`config.mk`:
```
export PLATFORM = sky130hd
export DESIGN_NAME = quad_ctx_sel
export DESIGN_NICKNAME = d
export VERILOG_FILES = /design/src/rtl/quad_ctx_sel.sv
export SDC_FILE = /design/constraint.sdc
export NUM_CORES = 1
export LEC_CHECK = 0
export CAP_MARGIN = 20
export CORE_AREA = 2 2 173 175
export DETAILED_ROUTE_END_ITERATION = 12
export DIE_AREA = 0 0 175 177
export PLACE_DENSITY = 0.73
export SYNTH_ARGS = -nofsm -noshare
export SYNTH_HDL_FRONTEND = slang
export SYNTH_SLANG_ARGS = --single-unit
```
`constraint.sdc`:
```
create_clock -name clk -period 2 [get_ports clk]
set_clock_uncertainty 0.2 [all_clocks]
set_input_delay 0.3 -clock clk [delete_from_list [all_inputs] [get_ports clk]]
set_output_delay 0.3 -clock clk [all_outputs]
set_load 0.02 [all_outputs]
```
`src/rtl/quad_ctx_sel.sv`:
```
module quad_ctx_sel #(
  parameter int EA_W      = 64,
  parameter int LPID_W    = 12,
  parameter int PID_W     = 20,
  parameter int CAUSE_W   = 32,
  parameter int STORE_BIT = 25
) (
  input  logic               clk,
  input  logic               rst_n,
  input  logic               req_valid,
  output logic               req_ready,
  input  logic [EA_W-1:0]    req_ea,
  input  logic [1:0]         req_kind,
  input  logic               hv_mode,
  input  logic               ir_en,
  input  logic               dr_en,
  input  logic               walk_flt,
  input  logic [CAUSE_W-1:0] walk_cause,
  input  logic [LPID_W-1:0]  part_reg,
  input  logic [PID_W-1:0]   pid_reg,
  input  logic [EA_W-1:0]    reloc_off,
  output logic               out_valid,
  input  logic               out_ready,
  output logic [LPID_W-1:0]  o_lpid,
  output logic [PID_W-1:0]   o_pid,
  output logic               o_walk,
  output logic               o_proc,
  output logic               o_part,
  output logic               o_bypass,
  output logic [EA_W-1:0]    o_raddr,
  output logic [2:0]         o_perm,
  output logic [2:0]         o_intr,
  output logic               o_far_we,
  output logic [EA_W-1:0]    o_far,
  output logic               o_dsisr_we,
  output logic [CAUSE_W-1:0] o_dsisr,
  output logic [CAUSE_W-1:0] o_errcode
);

  localparam logic [2:0] INT_NONE  = 3'd0;
  localparam logic [2:0] INT_ISEG  = 3'd1;
  localparam logic [2:0] INT_DSEG  = 3'd2;
  localparam logic [2:0] INT_ISTOR = 3'd3;
  localparam logic [2:0] INT_DSTOR = 3'd4;
  localparam logic [2:0] INT_BAD   = 3'd5;
  localparam logic [EA_W-1:0] LOW_MASK = {4'b0000, {(EA_W-4){1'b1}}};
  localparam logic [CAUSE_W-1:0] STORE_FLAG = CAUSE_W'(1) << STORE_BIT;

  logic [1:0] quad;
  logic is_fetch, is_store, is_bad, reloc, quad_ok;
  logic [LPID_W-1:0] sel_lpid;
  logic [PID_W-1:0]  sel_pid;
  logic [EA_W-1:0]   real_addr;
  logic accept;

  assign quad      = req_ea[EA_W-1 -: 2];
  assign is_fetch  = (req_kind == 2'd2);
  assign is_store  = (req_kind == 2'd1);
  assign is_bad    = (req_kind == 2'd3);
  assign reloc     = is_fetch ? ir_en : dr_en;
  assign real_addr = (req_ea & LOW_MASK) | (req_ea[EA_W-1] ? '0 : reloc_off);
  assign req_ready = !out_valid || out_ready;
  assign accept    = req_valid && req_ready;

  always_comb begin
    quad_ok  = 1'b1;
    sel_lpid = '0;
    sel_pid  = '0;
    if (hv_mode) begin
      case (quad)
        2'd0: sel_pid = pid_reg;
        2'd1: begin sel_lpid = part_reg; sel_pid = pid_reg; end
        2'd2: sel_lpid = part_reg;
        default: ;
      endcase
    end else begin
      case (quad)
        2'd0: begin sel_lpid = part_reg; sel_pid = pid_reg; end
        2'd3: sel_lpid = part_reg;
        default: quad_ok = 1'b0;
      endcase
    end
  end

  logic [LPID_W-1:0]  n_lpid;
  logic [PID_W-1:0]   n_pid;
  logic               n_walk, n_proc, n_part, n_bypass, n_far_we, n_dsisr_we;
  logic [EA_W-1:0]    n_raddr, n_far;
  logic [2:0]         n_perm, n_intr;
  logic [CAUSE_W-1:0] n_dsisr, n_errcode;

  always_comb begin
    n_lpid = '0; n_pid = '0;
    n_walk = 1'b0; n_proc = 1'b0; n_part = 1'b0; n_bypass = 1'b0;
    n_raddr = '0; n_perm = 3'b000; n_intr = INT_NONE;
    n_far_we = 1'b0; n_far = '0;
    n_dsisr_we = 1'b0; n_dsisr = '0; n_errcode = '0;
    if (is_bad) begin
      n_intr = INT_BAD;
    end else if (walk_flt) begin
      if (is_fetch) begin
        n_intr    = INT_ISTOR;
        n_errcode = walk_cause;
      end else begin
        n_intr     = INT_DSTOR;
        n_dsisr_we = 1'b1;
        n_dsisr    = walk_cause | (is_store ? STORE_FLAG : '0);
        n_far_we   = 1'b1;
        n_far      = req_ea;
      end
    end else if (hv_mode && !reloc) begin
      n_bypass = 1'b1;
      n_raddr  = real_addr;
      n_perm   = 3'b111;
    end else if (!quad_ok) begin
      if (is_fetch) begin
        n_intr = INT_ISEG;
      end else begin
        n_intr   = INT_DSEG;
        n_far_we = 1'b1;
        n_far    = req_ea;
      end
    end else begin
      n_walk = 1'b1;
      n_lpid = sel_lpid;
      n_pid  = sel_pid;
      n_proc = reloc;
      n_part = (sel_lpid != '0) || !hv_mode;
    end
  end

  always_ff @(posedge clk) begin
    if (!rst_n) begin
      out_valid <= 1'b0;
      o_lpid <= '0; o_pid <= '0;
      o_walk <= 1'b0; o_proc <= 1'b0; o_part <= 1'b0; o_bypass <= 1'b0;
      o_raddr <= '0; o_perm <= '0; o_intr <= INT_NONE;
      o_far_we <= 1'b0; o_far <= '0;
      o_dsisr_we <= 1'b0; o_dsisr <= '0; o_errcode <= '0;
    end else if (accept) begin
      out_valid <= 1'b1;
      o_lpid <= n_lpid; o_pid <= n_pid;
      o_walk <= n_walk; o_proc <= n_proc; o_part <= n_part; o_bypass <= n_bypass;
      o_raddr <= n_raddr; o_perm <= n_perm; o_intr <= n_intr;
      o_far_we <= n_far_we; o_far <= n_far;
      o_dsisr_we <= n_dsisr_we; o_dsisr <= n_dsisr; o_errcode <= n_errcode;
    end else if (out_ready) begin
      out_valid <= 1'b0;
    end
  end

endmodule

```
==> flow_metrics.py <==
metrics = {
    "critical_path": {
        "crit_arrival_ns": 1.48,
        "worstSetupPathType": "reg -> out",
        "worstSetupStartpointType": "flop",
        "path_buf_inv": 1,
        "cp-end-kind": "output pin",
        "cp_slowest_cell": "clkdlybuf4s50_1",
        "crit_family": "buffers and inverters",
        "required_ns": 1.50,
        "slowest_delay_ns": 0.63,
        "cp_max_fo": 2,
        "cp_cell_sequence": "clkdlybuf4s50_1",
    },
    "sta": {
        "rsz0062_at_grt": "no",
        "finalCriticalPeriod_ns": 1.981,
        "fmax_ghz": 0.5049,
        "worst_pin_slew_ns": 0.3494,
        "drv_slew": 0,
        "worst_slack_ns": 0.01950,
        "setup_viol": 0,
        "final.period_utilization_pct": 99.03,
        "hold_viol": 0,
        "holdWs_ns": 0.1599,
        "relSlewSlack_pct": 76.61,
    },
    "synthesis": {
        "synth_edf_count": 0,
        "synth_warnings": 0,
        "netlist_area_um2": 8897,
        "synth_area_leaders": "dfxtp_1 53%, a22oi_1 11%, a21oi_1 7.3%",
        "synthArstFlopShare_pct": 0,
        "seq_area_frac_synth_pct": 52.65,
        "synth_flop_cell": "dfxtp_1",
        "ys_types": 44,
        "yosysTopAreaCell": "dfxtp_1",
        "synth_top_area_share_pct": 52.65,
        "synth_cells": 1003,
        "syn_nets": 1207,
        "synth_seq_cells": 234,
        "synth_area_per_cell_um2": 8.871,
    },
    "drt": {
        "drtPass1Iterations": 5,
        "drt_iter0_drc": 484,
        "post_drt_wl_per_cell_um": 18.17,
        "finalWirelength_mm": 33.70,
        "vias_per_cell": 5.040,
        "vias": 9350,
        "drc": 0,
        "ant_nets": 0,
    },
    "clock_tree": {
        "cts_buffers": 26,
        "cts_setup_buffers": 0,
        "cts_tree": "done",
        "htree_num_levels": 1,
        "clockBufferDepth": 3,
        "cts_sinks": 234,
        "clock_latency_ns": 0.52,
        "path_clk_slew_ns": 0.06,
        "clockRootBuffer": "clkbuf_16",
        "holdBufCountCts": 0,
    },
    "floorplanning": {
        "row_count": 63,
        "fp.dieW_um": 175,
        "io_pins": 440,
        "core_region_area_um2": 29240,
        "die_area_um2": 30980,
        "start_util_pct": 30.42,
        "die_height_um": 177,
    },
    "finish": {
        "mostFrequentLayoutCells": "234 x dfxtp_1, 219 x clkdlybuf4s50_1, 135 x nor2_1, 128 x a21oi_1, 128 x dlygate4sd2_1",
        "layout_commonest_cell": "dfxtp_1",
        "nNetsFinal": 1650,
        "area_delta_synth_final_pct": 69.39,
        "drive_above_1_share_pct": 8.948,
        "fill_cells": 2699,
        "fin_area_um2": 15070,
    },
    "placement": {
        "place_congestion": 0.8029,
        "dpl.hpwl_mm": 23.83,
        "place_ws_ns": -0.4233,
        "io_buffers": 439,
        "placed_area_um2": 14140,
    },
    "power_and_ir_drop": {
        "p_switching_w": 0.002782,
        "internal_power_w": 0.008400,
        "p_per_area_nw_per_um2": 742.0,
        "p_sw_share_pct": 24.88,
        "clock_power_share_pct": 43.0,
        "combPwrFrac_pct": 13.9,
        "power.leakage_nw": 7.516,
        "ir_drop_uv": 453.3,
        "seqPwrFrac_pct": 43.1,
    },
    "global_route": {
        "grt_antenna_before_repair": 1,
        "first_global_vias": 9079,
        "grt_max_degree": 66,
        "grt_util_all_layers_pct": 20.24,
        "grt_pass1_wl_mm": 50.45,
        "grt.overflow.total": 0,
    },
    "job": {
        "cap_violations": 0,
    },
    "status": {
        "status": "completed",
    },
    "min_path": {
        "hold_path.class": "in -> reg",
    },
}
## sequential cells by signal (all words and copies together) (netlist names)
signal      cells
o_dsisr_we      1
o_raddr        64
o_walk          1
o_dsisr        32
out_valid       1
o_proc          1
o_perm          1
o_pid          20
o_errcode      32
o_far          64
o_lpid         12
o_far_we        1
o_part          1
o_intr          3
## layout make-up
class,instances,area [µm²],share of cell area (%)
well taps,390,488.0,3.238
clock inverters,7,60.06,0.3985
clock buffers,39,800.8,5.313
repair buffers,510,5259,34.89
multi-input cells,662,3726,24.72
inverters,12,50.05,0.3321
flip-flops and latches,234,4684,31.08
diodes,1,2.502,0.01660
## timing repair
item | 4_1_cts | 5_1_grt
endpoints found under the setup margin | 129 | 91
hold endpoints to repair | 0 | 0
cloned | 0 | 0
gates resized for setup | 131 | 91
## stage by stage
stage / util, % / TNS, ns / std cells / power (W)
finish: 51.53 / 0 / 1855 / 0.01118
floorplan: - / 0 / 1003 / 0.005539
detailed placement: 48.35 / -58.53 / 1808 / 0.006517
global placement: 48.35 / -53.95 / 1808 / 0.006502
CTS: 50.75 / 0 / 1854 / 0.01132
global route: 51.53 / 0 / 1855 / 0.01160
## worst register-to-register path: cells and delay by family (launching register included)
family          cells  cell delay [ns]
compound gates      1             0.14
buf+inv             2             0.35
flops               1             0.31
simple gates        3             0.74
## power by group through the flow
stage / registers (W) / clock network [W] / logic [W]
6_report: 0.00482 / 0.00481 / 0.00155
5_1_grt: 0.00483 / 0.00512 / 0.00165
4_1_cts: 0.00482 / 0.00494 / 0.00156
3_5_place_dp: 0.00492 / 0 / 0.00159
3_3_place_gp: 0.00492 / 0 / 0.00158
2_1_floorplan: 0.00505 / 0 / 0.000489
## cells in the mapped netlist (all sizes together), types with 3 or more instances
cell type / n
nor2: 135
a32oi: 32
nand4: 3
dfxtp: 234
clkbuf: 55
buf: 40
nor3: 3
nand3: 3
or3: 60
a21oi: 130
nand2: 100
o21ai: 36
nor2b: 3
and2: 5
a22oi: 127
o21a: 4
inv: 12
nor4: 5
## per-layer routing
layer  routed length, µm  vias to the layer above  GRT usage (%)  share of wire (%)
met5                   0                        -              0                  0
met4                 869                        0          6.979                2.6
met3                2494                       60          4.596                7.4
met2               16460                      373          35.18                 49
met1               13880                     4446          24.64                 41
li1                    -                     4471              -                  -
## worst paths after layout
kind	start	to	slack, ns	cells past startpoint
max	o_raddr[38]	o_raddr[38]	0.02	1
min	pid_reg[16]	o_pid[16]	0.16	3
min reg2reg	o_raddr[52]	o_raddr[52]	0.24	2
max reg2reg	out_valid	o_raddr[58]	0.21	6
## logic make-up after synthesis
family / share of synthesized area, %
flops: 52.65
compound gates: 24.51
simple gates: 16.51
fa+ha+maj: 0.2812
buf+inv: 6.047
Note: power is estimated with default switching activity, not from simulation.
